$ cat config.mk
export PLATFORM = sky130hd
export DESIGN_NAME = i2c_own_addr_rx
export DESIGN_NICKNAME = d
export VERILOG_FILES = /design/src/rtl/i2c_rx_pkg.sv /design/src/rtl/i2c_line_sync.sv /design/src/rtl/i2c_rx_fsm.sv /design/src/rtl/i2c_slv_regs.sv /design/src/rtl/i2c_own_addr_rx.sv
export SDC_FILE = /design/constraint.sdc
export NUM_CORES = 1
export LEC_CHECK = 0
export BUFFER_PORTS_ARGS = -buffer_cell sky130_fd_sc_hd__buf_2
export CORE_MARGIN = 1
export CORE_UTILIZATION = 56
export CTS_CLUSTER_DIAMETER = 50
export DETAILED_ROUTE_END_ITERATION = 10
export PLACE_DENSITY_LB_ADDON = 0.15
export SYNTH_ARGS = -nofsm -noshare
export SYNTH_HDL_FRONTEND = slang
export SYNTH_SLANG_ARGS = --single-unit
$ cat constraint.sdc
create_clock -name clk -period 2.35 [get_ports clk]
set_clock_uncertainty 0.15 [all_clocks]
set_input_delay 0.1175 -clock clk [delete_from_list [all_inputs] [get_ports clk]]
set_output_delay 0.1175 -clock clk [all_outputs]
set_load 0.02 [all_outputs]
$ cat src/rtl/i2c_rx_pkg.sv
package i2c_rx_pkg;
  typedef enum logic [2:0] {
    ST_IDLE,
    ST_ADDR,
    ST_ACK,
    ST_DATA,
    ST_IGNORE
  } rx_state_t;

  localparam logic SEL_ADDR   = 1'b0;
  localparam logic SEL_STATUS = 1'b1;
endpackage

$ cat src/rtl/i2c_line_sync.sv
module i2c_line_sync #(
  parameter int STAGES = 2
) (
  input  logic clk,
  input  logic rst_n,
  input  logic scl_i,
  input  logic sda_i,
  output logic sda_s,
  output logic scl_rise,
  output logic scl_fall,
  output logic start_det,
  output logic stop_det
);
  // STAGES flops of synchronizer plus one delayed copy for edge detection
  logic [STAGES:0] scl_p, sda_p;

  always_ff @(posedge clk or negedge rst_n) begin
    if (!rst_n) begin
      scl_p <= '1;
      sda_p <= '1;
    end else begin
      scl_p <= {scl_p[STAGES-1:0], scl_i};
      sda_p <= {sda_p[STAGES-1:0], sda_i};
    end
  end

  logic scl_now, scl_old, sda_old;
  assign scl_now = scl_p[STAGES-1];
  assign scl_old = scl_p[STAGES];
  assign sda_s   = sda_p[STAGES-1];
  assign sda_old = sda_p[STAGES];

  assign scl_rise  = scl_now & ~scl_old;
  assign scl_fall  = ~scl_now & scl_old;
  assign start_det = scl_now & scl_old & sda_old & ~sda_s;
  assign stop_det  = scl_now & scl_old & ~sda_old & sda_s;
endmodule

$ cat src/rtl/i2c_rx_fsm.sv
module i2c_rx_fsm
  import i2c_rx_pkg::*;
#(
  parameter int BYTE_W = 8
) (
  input  logic              clk,
  input  logic              rst_n,
  input  logic              sda_s,
  input  logic              scl_rise,
  input  logic              scl_fall,
  input  logic              start_det,
  input  logic              stop_det,
  input  logic [BYTE_W-2:0] own_addr,
  output logic              sda_oe,
  output logic              addr_done,
  output logic              addr_hit,
  output logic              addr_rw,
  output logic              byte_stb,
  output logic [BYTE_W-1:0] byte_data
);
  localparam int CNT_W = $clog2(BYTE_W);
  localparam logic [CNT_W-1:0] LAST_BIT = CNT_W'(BYTE_W - 1);

  rx_state_t         state;
  logic [BYTE_W-1:0] shreg;
  logic [CNT_W-1:0]  bit_cnt;
  logic              ack_clk_seen;
  logic              ack_then_data;

  always_ff @(posedge clk or negedge rst_n) begin
    if (!rst_n) begin
      state         <= ST_IDLE;
      shreg         <= '0;
      bit_cnt       <= '0;
      ack_clk_seen  <= 1'b0;
      ack_then_data <= 1'b0;
      sda_oe        <= 1'b0;
      addr_done     <= 1'b0;
      addr_hit      <= 1'b0;
      addr_rw       <= 1'b0;
      byte_stb      <= 1'b0;
      byte_data     <= '0;
    end else begin
      addr_done <= 1'b0;
      byte_stb  <= 1'b0;
      if (start_det) begin
        state        <= ST_ADDR;
        bit_cnt      <= '0;
        ack_clk_seen <= 1'b0;
        sda_oe       <= 1'b0;
      end else if (stop_det) begin
        state        <= ST_IDLE;
        ack_clk_seen <= 1'b0;
        sda_oe       <= 1'b0;
      end else begin
        case (state)
          ST_ADDR, ST_DATA: begin
            if (scl_rise) begin
              shreg   <= {shreg[BYTE_W-2:0], sda_s};
              bit_cnt <= bit_cnt + 1'b1;
              if (bit_cnt == LAST_BIT) begin
                bit_cnt <= '0;
                if (state == ST_ADDR) begin
                  addr_done <= 1'b1;
                  addr_hit  <= (shreg[BYTE_W-2:0] == own_addr);
                  addr_rw   <= sda_s;
                  if (shreg[BYTE_W-2:0] == own_addr) begin
                    state         <= ST_ACK;
                    ack_then_data <= ~sda_s;
                  end else begin
                    state <= ST_IGNORE;
                  end
                end else begin
                  byte_stb      <= 1'b1;
                  byte_data     <= {shreg[BYTE_W-2:0], sda_s};
                  state         <= ST_ACK;
                  ack_then_data <= 1'b1;
                end
              end
            end
          end
          ST_ACK: begin
            if (scl_rise && sda_oe) ack_clk_seen <= 1'b1;
            if (scl_fall) begin
              if (!ack_clk_seen) begin
                sda_oe <= 1'b1;
              end else begin
                sda_oe       <= 1'b0;
                ack_clk_seen <= 1'b0;
                state        <= ack_then_data ? ST_DATA : ST_IGNORE;
              end
            end
          end
          default: ;
        endcase
      end
    end
  end

  // the ACK drive only begins on an SCL falling edge
  a_r2_ack_on_fall: assert property (@(posedge clk) disable iff (!rst_n)
    $rose(sda_oe) |-> $past(scl_fall));
  // a data byte completes only on an SCL rising edge
  a_r6_byte_on_rise: assert property (@(posedge clk) disable iff (!rst_n)
    byte_stb |-> $past(scl_rise));
  // a missed address is never acknowledged
  a_r5_no_ack_on_miss: assert property (@(posedge clk) disable iff (!rst_n)
    (addr_done && !addr_hit) |=> !sda_oe);
endmodule

$ cat src/rtl/i2c_slv_regs.sv
module i2c_slv_regs
  import i2c_rx_pkg::*;
#(
  parameter int          BYTE_W     = 8,
  parameter logic [7:0]  RESET_ADDR = 8'hA0
) (
  input  logic              clk,
  input  logic              rst_n,
  input  logic              reg_we,
  input  logic              reg_sel,
  input  logic [BYTE_W-1:0] reg_wdata,
  input  logic              addr_done,
  input  logic              addr_hit,
  input  logic              addr_rw,
  input  logic              byte_stb,
  output logic [BYTE_W-2:0] own_addr,
  output logic [BYTE_W-1:0] reg_rdata
);
  logic match_flag;
  logic dir_bit;

  always_ff @(posedge clk or negedge rst_n) begin
    if (!rst_n) begin
      own_addr   <= RESET_ADDR[BYTE_W-1:1];
      match_flag <= 1'b0;
      dir_bit    <= 1'b0;
    end else begin
      if (reg_we && reg_sel == SEL_ADDR) own_addr <= reg_wdata[BYTE_W-1:1];
      if (addr_done) begin
        match_flag <= addr_hit;
        if (addr_hit) dir_bit <= addr_rw;
      end else if (byte_stb) begin
        match_flag <= 1'b0;
      end
    end
  end

  always_comb begin
    if (reg_sel == SEL_STATUS) reg_rdata = {{(BYTE_W-1){1'b0}}, dir_bit};
    else                       reg_rdata = {own_addr, match_flag};
  end

  // the first data byte clears the match flag
  a_r7_match_clears: assert property (@(posedge clk) disable iff (!rst_n)
    byte_stb |=> !match_flag);
  // direction follows the R/W bit of a matched address
  a_r4_dir_loaded: assert property (@(posedge clk) disable iff (!rst_n)
    (addr_done && addr_hit) |=> (dir_bit == $past(addr_rw)));
endmodule

$ cat src/rtl/i2c_own_addr_rx.sv
module i2c_own_addr_rx #(
  parameter int         BYTE_W      = 8,
  parameter int         SYNC_STAGES = 2,
  parameter logic [7:0] RESET_ADDR  = 8'hA0
) (
  input  logic              clk,
  input  logic              rst_n,
  input  logic              scl_i,
  input  logic              sda_i,
  output logic              sda_oe,
  input  logic              reg_we,
  input  logic              reg_sel,
  input  logic [BYTE_W-1:0] reg_wdata,
  output logic [BYTE_W-1:0] reg_rdata,
  output logic              rx_valid,
  input  logic              rx_ready,
  output logic [BYTE_W-1:0] rx_data
);
  logic sda_s, scl_rise, scl_fall, start_det, stop_det;
  logic addr_done, addr_hit, addr_rw, byte_stb;
  logic [BYTE_W-1:0] byte_data;
  logic [BYTE_W-2:0] own_addr;

  i2c_line_sync #(.STAGES(SYNC_STAGES)) u_sync (
    .clk(clk), .rst_n(rst_n), .scl_i(scl_i), .sda_i(sda_i),
    .sda_s(sda_s), .scl_rise(scl_rise), .scl_fall(scl_fall),
    .start_det(start_det), .stop_det(stop_det)
  );

  i2c_rx_fsm #(.BYTE_W(BYTE_W)) u_fsm (
    .clk(clk), .rst_n(rst_n), .sda_s(sda_s), .scl_rise(scl_rise),
    .scl_fall(scl_fall), .start_det(start_det), .stop_det(stop_det),
    .own_addr(own_addr), .sda_oe(sda_oe), .addr_done(addr_done),
    .addr_hit(addr_hit), .addr_rw(addr_rw), .byte_stb(byte_stb),
    .byte_data(byte_data)
  );

  i2c_slv_regs #(.BYTE_W(BYTE_W), .RESET_ADDR(RESET_ADDR)) u_regs (
    .clk(clk), .rst_n(rst_n), .reg_we(reg_we), .reg_sel(reg_sel),
    .reg_wdata(reg_wdata), .addr_done(addr_done), .addr_hit(addr_hit),
    .addr_rw(addr_rw), .byte_stb(byte_stb), .own_addr(own_addr),
    .reg_rdata(reg_rdata)
  );

  // output holding register: a new byte always wins over an untaken one
  always_ff @(posedge clk or negedge rst_n) begin
    if (!rst_n) begin
      rx_valid <= 1'b0;
      rx_data  <= '0;
    end else if (byte_stb) begin
      rx_valid <= 1'b1;
      rx_data  <= byte_data;
    end else if (rx_ready) begin
      rx_valid <= 1'b0;
    end
  end

  // an untaken byte holds while no newer byte arrives
  a_r9_hold: assert property (@(posedge clk) disable iff (!rst_n)
    (rx_valid && !rx_ready && !byte_stb) |=> (rx_valid && $stable(rx_data)));
endmodule

# Word-level counts from Yosys, hierarchy flattened
# Cells that the tools add are included.
word_totals:
  reg_bits: 52
  latch_bits: 0
  inputBits: 15
  mem_bits_rw: 0
  romBits: 0
  wordCells: 108
  out_inout_bits: 18
  mem_count: 0
classes:
  addsub: 1
  n_shift: 0
  n_eq_ne: 11
  n_div: 0
  muxes: 45
  n_reduce_logical: 18
  multipliers: 0
  magnitude_cmp: 0
  bitwise: 15
ops:
  columns: ["operator", "count"]
  rows:
  - ["$mux W3", 14]
  - ["$mux W1", 29]
  - ["$reduce_and A6 Y1", 3]
  - ["$ne A4 B3 Y1 const B", 3]
  - ["$mux W8", 1]
  - ["$not A1 Y1", 8]
  - ["$reduce_bool A2 Y1", 4]
  - ["$and A1 B1 Y1", 7]
  - ["$eq A7 B7 Y1", 1]
  - ["$eq A3 B2 Y1 const B", 2]
  - ["$pmux W3 S2", 1]
  - ["$reduce_bool A3 Y1", 2]
  - ["$reduce_and A5 Y1", 1]
  - ["$ne A2 B2 Y1 const B", 2]
  - ["$ne A4 B4 Y1 const B", 1]
  - ["$reduce_and A2 Y1", 2]
  - ["$reduce_and A4 Y1", 1]
  - ["$reduce_bool A4 Y1", 1]
  - ["$add A3 B1 Y3 const B", 1]
  - ["$eq A3 B1 Y1 const B", 1]
  - ["$eq A3 B3 Y1 const B", 1]
  - ["$reduce_and A3 Y1", 1]
  - ["$logic_and A1 B1 Y1", 2]
  - ["$reduce_or A2 Y1", 1]

# Depth between registers and ports, before layout
logic_depth:
  depth_word: 9
  depth_mapped: 5
  ltp_nobuf: 5

# Hierarchy
# A second synthesis with hierarchy kept.
unflattened:
  cells_unflattened: 167
  hier_area_um2: 2324.7
by_module_without_submodules:
  columns: ["module", "area_per_inst_um2", "cells_per_inst", "seq_area_each_um2", "n_inst"]
  rows:
  - ["i2c_rx_fsm", 1313.8, 107, 700.7, 1]
  - ["i2c_slv_regs", 451.7, 30, 227.7, 1]
  - ["i2c_own_addr_rx", 369.1, 20, 225.2, 1]
  - ["i2c_line_sync", 190.2, 10, 157.7, 1]

# Worst setup path after synthesis
# Ideal clock, no wire load.
synth_path:
  kind: "reg-to-reg"
  startpoint: "register u_sync.scl_p[1]"
  endpoint: "register u_fsm.byte_data[4]"
  setup_time_ns: 0.128
  path_slack_ns: 0.584
  synth_period_minus_slack_ns: 1.766
  arrival_ns: 1.489
  stages_incl_launch_ff: 6
  required_ns: 2.072
  n_path_buf: 1
  path_cell_list: "dfstp_2 buf_2 and4bb_4 and2_4 nand2_4 mux2_1"
synth_between:
  elab_chain_len: 5
  word_cells_on_any_way: 9
  cone_classes: "bitwise: 8; reduce/logical: 1"
synth_lines:
  columns: ["element", "line", "text"]
  rows:
  - ["start: declaration", "i2c_line_sync.sv:15", "logic [STAGES:0] scl_p, sda_p;"]
  - ["start signal: assignment", "i2c_line_sync.sv:22", "scl_p <= {scl_p[STAGES-1:0], scl_i};"]
  - ["$and A1 B1 Y1", "i2c_line_sync.sv:35, i2c_line_sync.sv:36", null]
  - ["$and A1 B1 Y1, on equally long branches (2 in a row)", "i2c_line_sync.sv:36, i2c_line_sync.sv:35", null]
  - ["$not A1 Y1 (no line)", null, null]
  - ["$reduce_and A6 Y1 (no line) (*)", null, null]
  - ["end signal: assignment", "i2c_rx_fsm.sv:75", "byte_data <= {shreg[BYTE_W-2:0], sda_s};"]
  - ["end: declaration", "i2c_rx_fsm.sv:19", "output logic [BYTE_W-1:0] byte_data"]
# Every way passes the cells marked *; elsewhere a longest branch is shown, timed or not.
# A chain may end at the register's enable or synchronous reset.

# Worst setup path after layout
# Same ends and word-level chain as after synthesis.

==> flow_summary.html <==
<table>
<tr><th>Metric</th><th>Value</th></tr>
<tr><th colspan="2">Clock network</th></tr>
<tr><td>Setup fix buffers added after clock tree synthesis</td><td>0</td></tr>
<tr><td>Insertion delay to the later sink of the worst-skew pair</td><td>0.31 ns</td></tr>
<tr><td>Clock tree sinks</td><td>52</td></tr>
<tr><td>Clock Pin Slew Worst Setup and Hold Paths</td><td>0.09 ns</td></tr>
<tr><td>Number of H-tree branching levels</td><td>2</td></tr>
<tr><td>Max Buffers Root-to-Sink</td><td>2</td></tr>
<tr><td>Clock Tree Root</td><td>clkbuf_8</td></tr>
<tr><td>Clock buffer count from CTS</td><td>5</td></tr>
<tr><td>CTS tree</td><td>done</td></tr>
<tr><td>Cells resized by post-CTS repair</td><td>0</td></tr>
<tr><th colspan="2">Synthesis</th></tr>
<tr><td>Fraction of synthesis flops using an asynchronous set or reset pin</td><td>1.00</td></tr>
<tr><td>Number of register bits inferred by synthesis</td><td>52</td></tr>
<tr><td>Cell types with the largest area share after synthesis</td><td>dfrtp_1, mux2_2, dfstp_2</td></tr>
<tr><td>Top flip-flop cell by instance count after synthesis</td><td>dfrtp_1</td></tr>
<tr><td>Cell taking the most area after synthesis</td><td>dfrtp_1</td></tr>
<tr><td>Netlist Area Pre-Place</td><td>2240 µm²</td></tr>
<tr><td>Synth cell types</td><td>37</td></tr>
<tr><td>Fraction of the yosys area taken by sequential cells</td><td>0.584</td></tr>
<tr><td>Average cell area after synthesis</td><td>13.8 µm²</td></tr>
<tr><td>Synth Net Count</td><td>181</td></tr>
<tr><td>EDFF count, synth</td><td>0</td></tr>
<tr><td>Yosys top cell area share</td><td>0.491</td></tr>
<tr><td>Yosys warns</td><td>0</td></tr>
<tr><td>Post-Syn Instances</td><td>163</td></tr>
<tr><th colspan="2">Setup path</th></tr>
<tr><td>Crit path required time</td><td>2.38 ns</td></tr>
<tr><td>Type of origin of the critical path</td><td>flip-flop</td></tr>
<tr><td>Worst reg2reg path endpoint</td><td>u_fsm.byte_data[4]$_DFFE_PN0P_</td></tr>
<tr><td>Worst reg-to-reg setup slack</td><td>0.40 ns</td></tr>
<tr><td>Slowest cell on the critical path</td><td>dfstp_2</td></tr>
<tr><td>Cell depth of the worst flop-to-flop path</td><td>4</td></tr>
<tr><td>Highest net fanout along the worst path</td><td>15</td></tr>
<tr><td>Gate family responsible for the most delay along the worst path</td><td>simple AND/OR/NAND/NOR gates</td></tr>
<tr><td>Worst setup path start</td><td>u_sync.scl_p[1]$_DFF_PN1_</td></tr>
<tr><td>Worst setup path category</td><td>flip-flop to flip-flop</td></tr>
<tr><td>Delay of the slowest cell on the worst path</td><td>0.63 ns</td></tr>
<tr><td>Critical path cell sequence</td><td>and4bb_4 -&gt; and2_4 -&gt; nand2_4 -&gt; mux2_1</td></tr>
<tr><td>Buffering stage count on the worst path with inverters included</td><td>0</td></tr>
<tr><td>Worst path arrival time</td><td>1.98 ns</td></tr>
<tr><td>Critical register-to-register path startpoint</td><td>u_sync.scl_p[1]$_DFF_PN1_</td></tr>
<tr><td>Sort of element at the end of the critical path</td><td>flip-flop</td></tr>
<tr><th colspan="2">Power and ir drop</th></tr>
<tr><td>Switching power as a share of total power</td><td>0.258</td></tr>
<tr><td>Switching Power</td><td>around 0.55 mW</td></tr>
<tr><td>Total internal power</td><td>1.60 mW</td></tr>
<tr><td>Sequential group share of total power</td><td>0.529</td></tr>
<tr><td>Pleak</td><td>around 1.3 nW</td></tr>
<tr><td>Maximum ir drop on the vdd rail</td><td>0.490 mV</td></tr>
<tr><td>Clock power frac</td><td>0.301</td></tr>
<tr><td>Pwr per Cell Area</td><td>roughly 800 nW/µm²</td></tr>
<tr><td>Fraction of power consumed by combinational cells</td><td>0.170</td></tr>
<tr><th colspan="2">Timing</th></tr>
<tr><td>Total count of max-transition violations in the final report</td><td>0</td></tr>
<tr><td>Setup violation total in the final timing report</td><td>0</td></tr>
<tr><td>Shortest period the worst path allows</td><td>1.95 ns</td></tr>
<tr><td>Final hold violations</td><td>0</td></tr>
<tr><td>Post-Route Hold Slack</td><td>0.156 ns</td></tr>
<tr><td>Worst Max-Slew Pin Slew</td><td>0.592 ns</td></tr>
<tr><td>Setup repair after global routing missed its margin</td><td>no</td></tr>
<tr><td>Final total negative setup slack</td><td>0 ns</td></tr>
<tr><td>Max frequency</td><td>0.513 GHz</td></tr>
<tr><td>Max-Slew Margin vs Limit</td><td>0.604</td></tr>
<tr><td>Final period util</td><td>0.829</td></tr>
<tr><th colspan="2">Detailed routing</th></tr>
<tr><td>Number of DRC violations after detailed-routing iteration 0</td><td>between 50 and 60</td></tr>
<tr><td>Count of nets left with antenna violations after detail routing</td><td>0</td></tr>
<tr><td>Routed length per placed instance</td><td>14.9 µm</td></tr>
<tr><td>DRC violation count after routing</td><td>0</td></tr>
<tr><td>Mean number of vias per cell</td><td>between 5 and 6</td></tr>
<tr><td>WL final</td><td>3870 µm</td></tr>
<tr><td>Via total after detailed routing</td><td>around 1.4k</td></tr>
<tr><td>First drt pass iteration count</td><td>4</td></tr>
<tr><th colspan="2">Layout</th></tr>
<tr><td>Area Growth Syn to Fin</td><td>20.0%</td></tr>
<tr><td>Post-route cell area</td><td>about 2700 µm²</td></tr>
<tr><td>Number of inserted diodes</td><td>0</td></tr>
<tr><td>Most common cell after layout, fill and taps aside</td><td>dfrtp_1</td></tr>
<tr><td>Commonest cells after routing, fill and taps aside</td><td>dfrtp_1, buf_2, mux2_2</td></tr>
<tr><td>Fraction of final layout cells with drive strength greater than 1</td><td>0.408</td></tr>
<tr><td>Total of fill cells in the finished design</td><td>272</td></tr>
<tr><td>Final nets</td><td>228</td></tr>
<tr><th colspan="2">Die</th></tr>
<tr><td>Area of the die</td><td>4260 µm²</td></tr>
<tr><td># IOs</td><td>33</td></tr>
<tr><td>Standard cell core area</td><td>3740 µm²</td></tr>
<tr><td>Starting utilization of the core area</td><td>0.599</td></tr>
<tr><td>Number of placement rows</td><td>22</td></tr>
<tr><td>Chip Height</td><td>65.3 µm</td></tr>
<tr><td>Die Wd</td><td>65.3 µm</td></tr>
<tr><th colspan="2">Run</th></tr>
<tr><td>Maxcap violations</td><td>0</td></tr>
<tr><th colspan="2">Global routing</th></tr>
<tr><td>Maximum number of pins on one net before global-route repair</td><td>22</td></tr>
<tr><td>Peak-usage layer in the global routing report</td><td>met2</td></tr>
<tr><td>Number of global-route vias before repair</td><td>1,375</td></tr>
<tr><td>Number of antenna violations at the first check in global routing</td><td>0</td></tr>
<tr><td>First-pass GRT wire length</td><td>6640 µm</td></tr>
<tr><td>Global-route met2 utilization</td><td>0.354</td></tr>
<tr><td>Overall track demand over capacity in global routing</td><td>0.214</td></tr>
<tr><td>Met1 GRT Util</td><td>0.272</td></tr>
<tr><td>Global routing usage on met3</td><td>0.0521</td></tr>
<tr><td>Congestion Overflow GR</td><td>0</td></tr>
<tr><th colspan="2">Place</th></tr>
<tr><td>Port bufs</td><td>31</td></tr>
<tr><td>Placed wire-length estimate after detailed placement</td><td>2720 µm</td></tr>
<tr><td>Post-detailed-placement cell area</td><td>2460 µm²</td></tr>
<tr><td>Final GP Congestion</td><td>0.790</td></tr>
<tr><th colspan="2">Outcome</th></tr>
<tr><td>Result of the run</td><td>finished clean</td></tr>
<tr><th colspan="2">Worst hold path</th></tr>
<tr><td>Worst min-delay path class</td><td>input port to async pin</td></tr>
</table>
==> synth_stat cells (all sizes together) (2+ instances only) <==
| library cell | number |
|---|---|
| xnor2 | 8 |
| nor2 | 5 |
| dfrtp | 44 |
| inv | 4 |
| mux2i | 2 |
| buf | 2 |
| mux2 | 33 |
| a21oi | 3 |
| dfstp | 8 |
| nand2 | 8 |
| nand4 | 2 |
| clkbuf | 2 |
| and2 | 3 |
| a22o | 4 |
| nand3 | 2 |
| nor2b | 10 |
| nor3b | 2 |
| o21ai | 3 |
| ha | 3 |
| o21a | 2 |
==> metrics by stage <==
stage	power, mW	setup slack, ns	utilization	std cells
3_3_place_gp	1.48	0.461	0.656	240
6_report	2.15	0.402	0.719	259
4_1_cts	2.18	0.385	0.719	259
5_1_grt	2.27	0.326	0.719	259
2_1_floorplan	1.39	0.584	-	163
3_5_place_dp	1.51	0.393	0.656	240
==> worst max-delay path by stage <==
stage                                endpoint  slack [ns]  depth (start not counted)
2_1_floorplan  u_fsm.byte_data[4]$_DFFE_PN0P_        0.58                          5
5_1_grt        u_fsm.byte_data[4]$_DFFE_PN0P_        0.33                          4
3_3_place_gp   u_fsm.byte_data[6]$_DFFE_PN0P_        0.46                          4
6_report       u_fsm.byte_data[4]$_DFFE_PN0P_        0.40                          4
3_5_place_dp   u_fsm.byte_data[4]$_DFFE_PN0P_        0.39                          4
4_1_cts        u_fsm.byte_data[4]$_DFFE_PN0P_        0.39                          4
==> routing by layer <==
metal	up-vias	routed length, µm	share of wire
li1	665	-	-
met1	664	1730	0.45
met2	35	1910	0.49
met3	7	169	0.044
met4	0	57	0.015
met5	-	0	0
==> final cells by class <==
class	count	area, µm²	share of cell area
clock buffer	7	96.3	0.0358
clock inverter	1	30.0	0.0112
inverter	4	15.0	0.00558
multi-input combinational	103	900	0.334
sequential	52	1310	0.487
tap	48	60.1	0.0223
timing repair buffer	44	280	0.104
==> cells by family (layout without fill, tap and decap cells) <==
logic type	Yosys count	after routing	synth area share
buffers and inverters	8	56	0.0145
and+or+nand+nor	36	36	0.101
adders and majority gates	3	3	0.0167
muxes	35	35	0.175
AOI/OAI and AO/OA	21	21	0.0775
DFF	52	52	0.584
xor gates and xnor gates	8	8	0.0312
==> repair_timing <==
action | CTS | global route
endpoints found under the setup margin | 0 | 0
hold endpoints to repair | 29 | 0
hold buffers | 11 | 0
==> power groups by stage <==
stage / clock [mW] / combinational [mW] / sequential (mW)
floorplan: 0 / 0.268 / 1.12
global placement: 0 / 0.332 / 1.15
detailed placement: 0 / 0.353 / 1.16
CTS: 0.666 / 0.370 / 1.14
global route: 0.700 / 0.408 / 1.16
finish: 0.648 / 0.367 / 1.14
==> registers in the layout (all words and copies together) (netlist names), 3 cells and up <==
register,flops
rx_data,8
u_fsm.bit_cnt,3
u_fsm.byte_data,8
u_fsm.shreg,7
u_fsm.state,3
u_regs.own_addr,7
u_sync.scl_p,3
u_sync.sda_p,3
(Power assumes the default switching activity.)
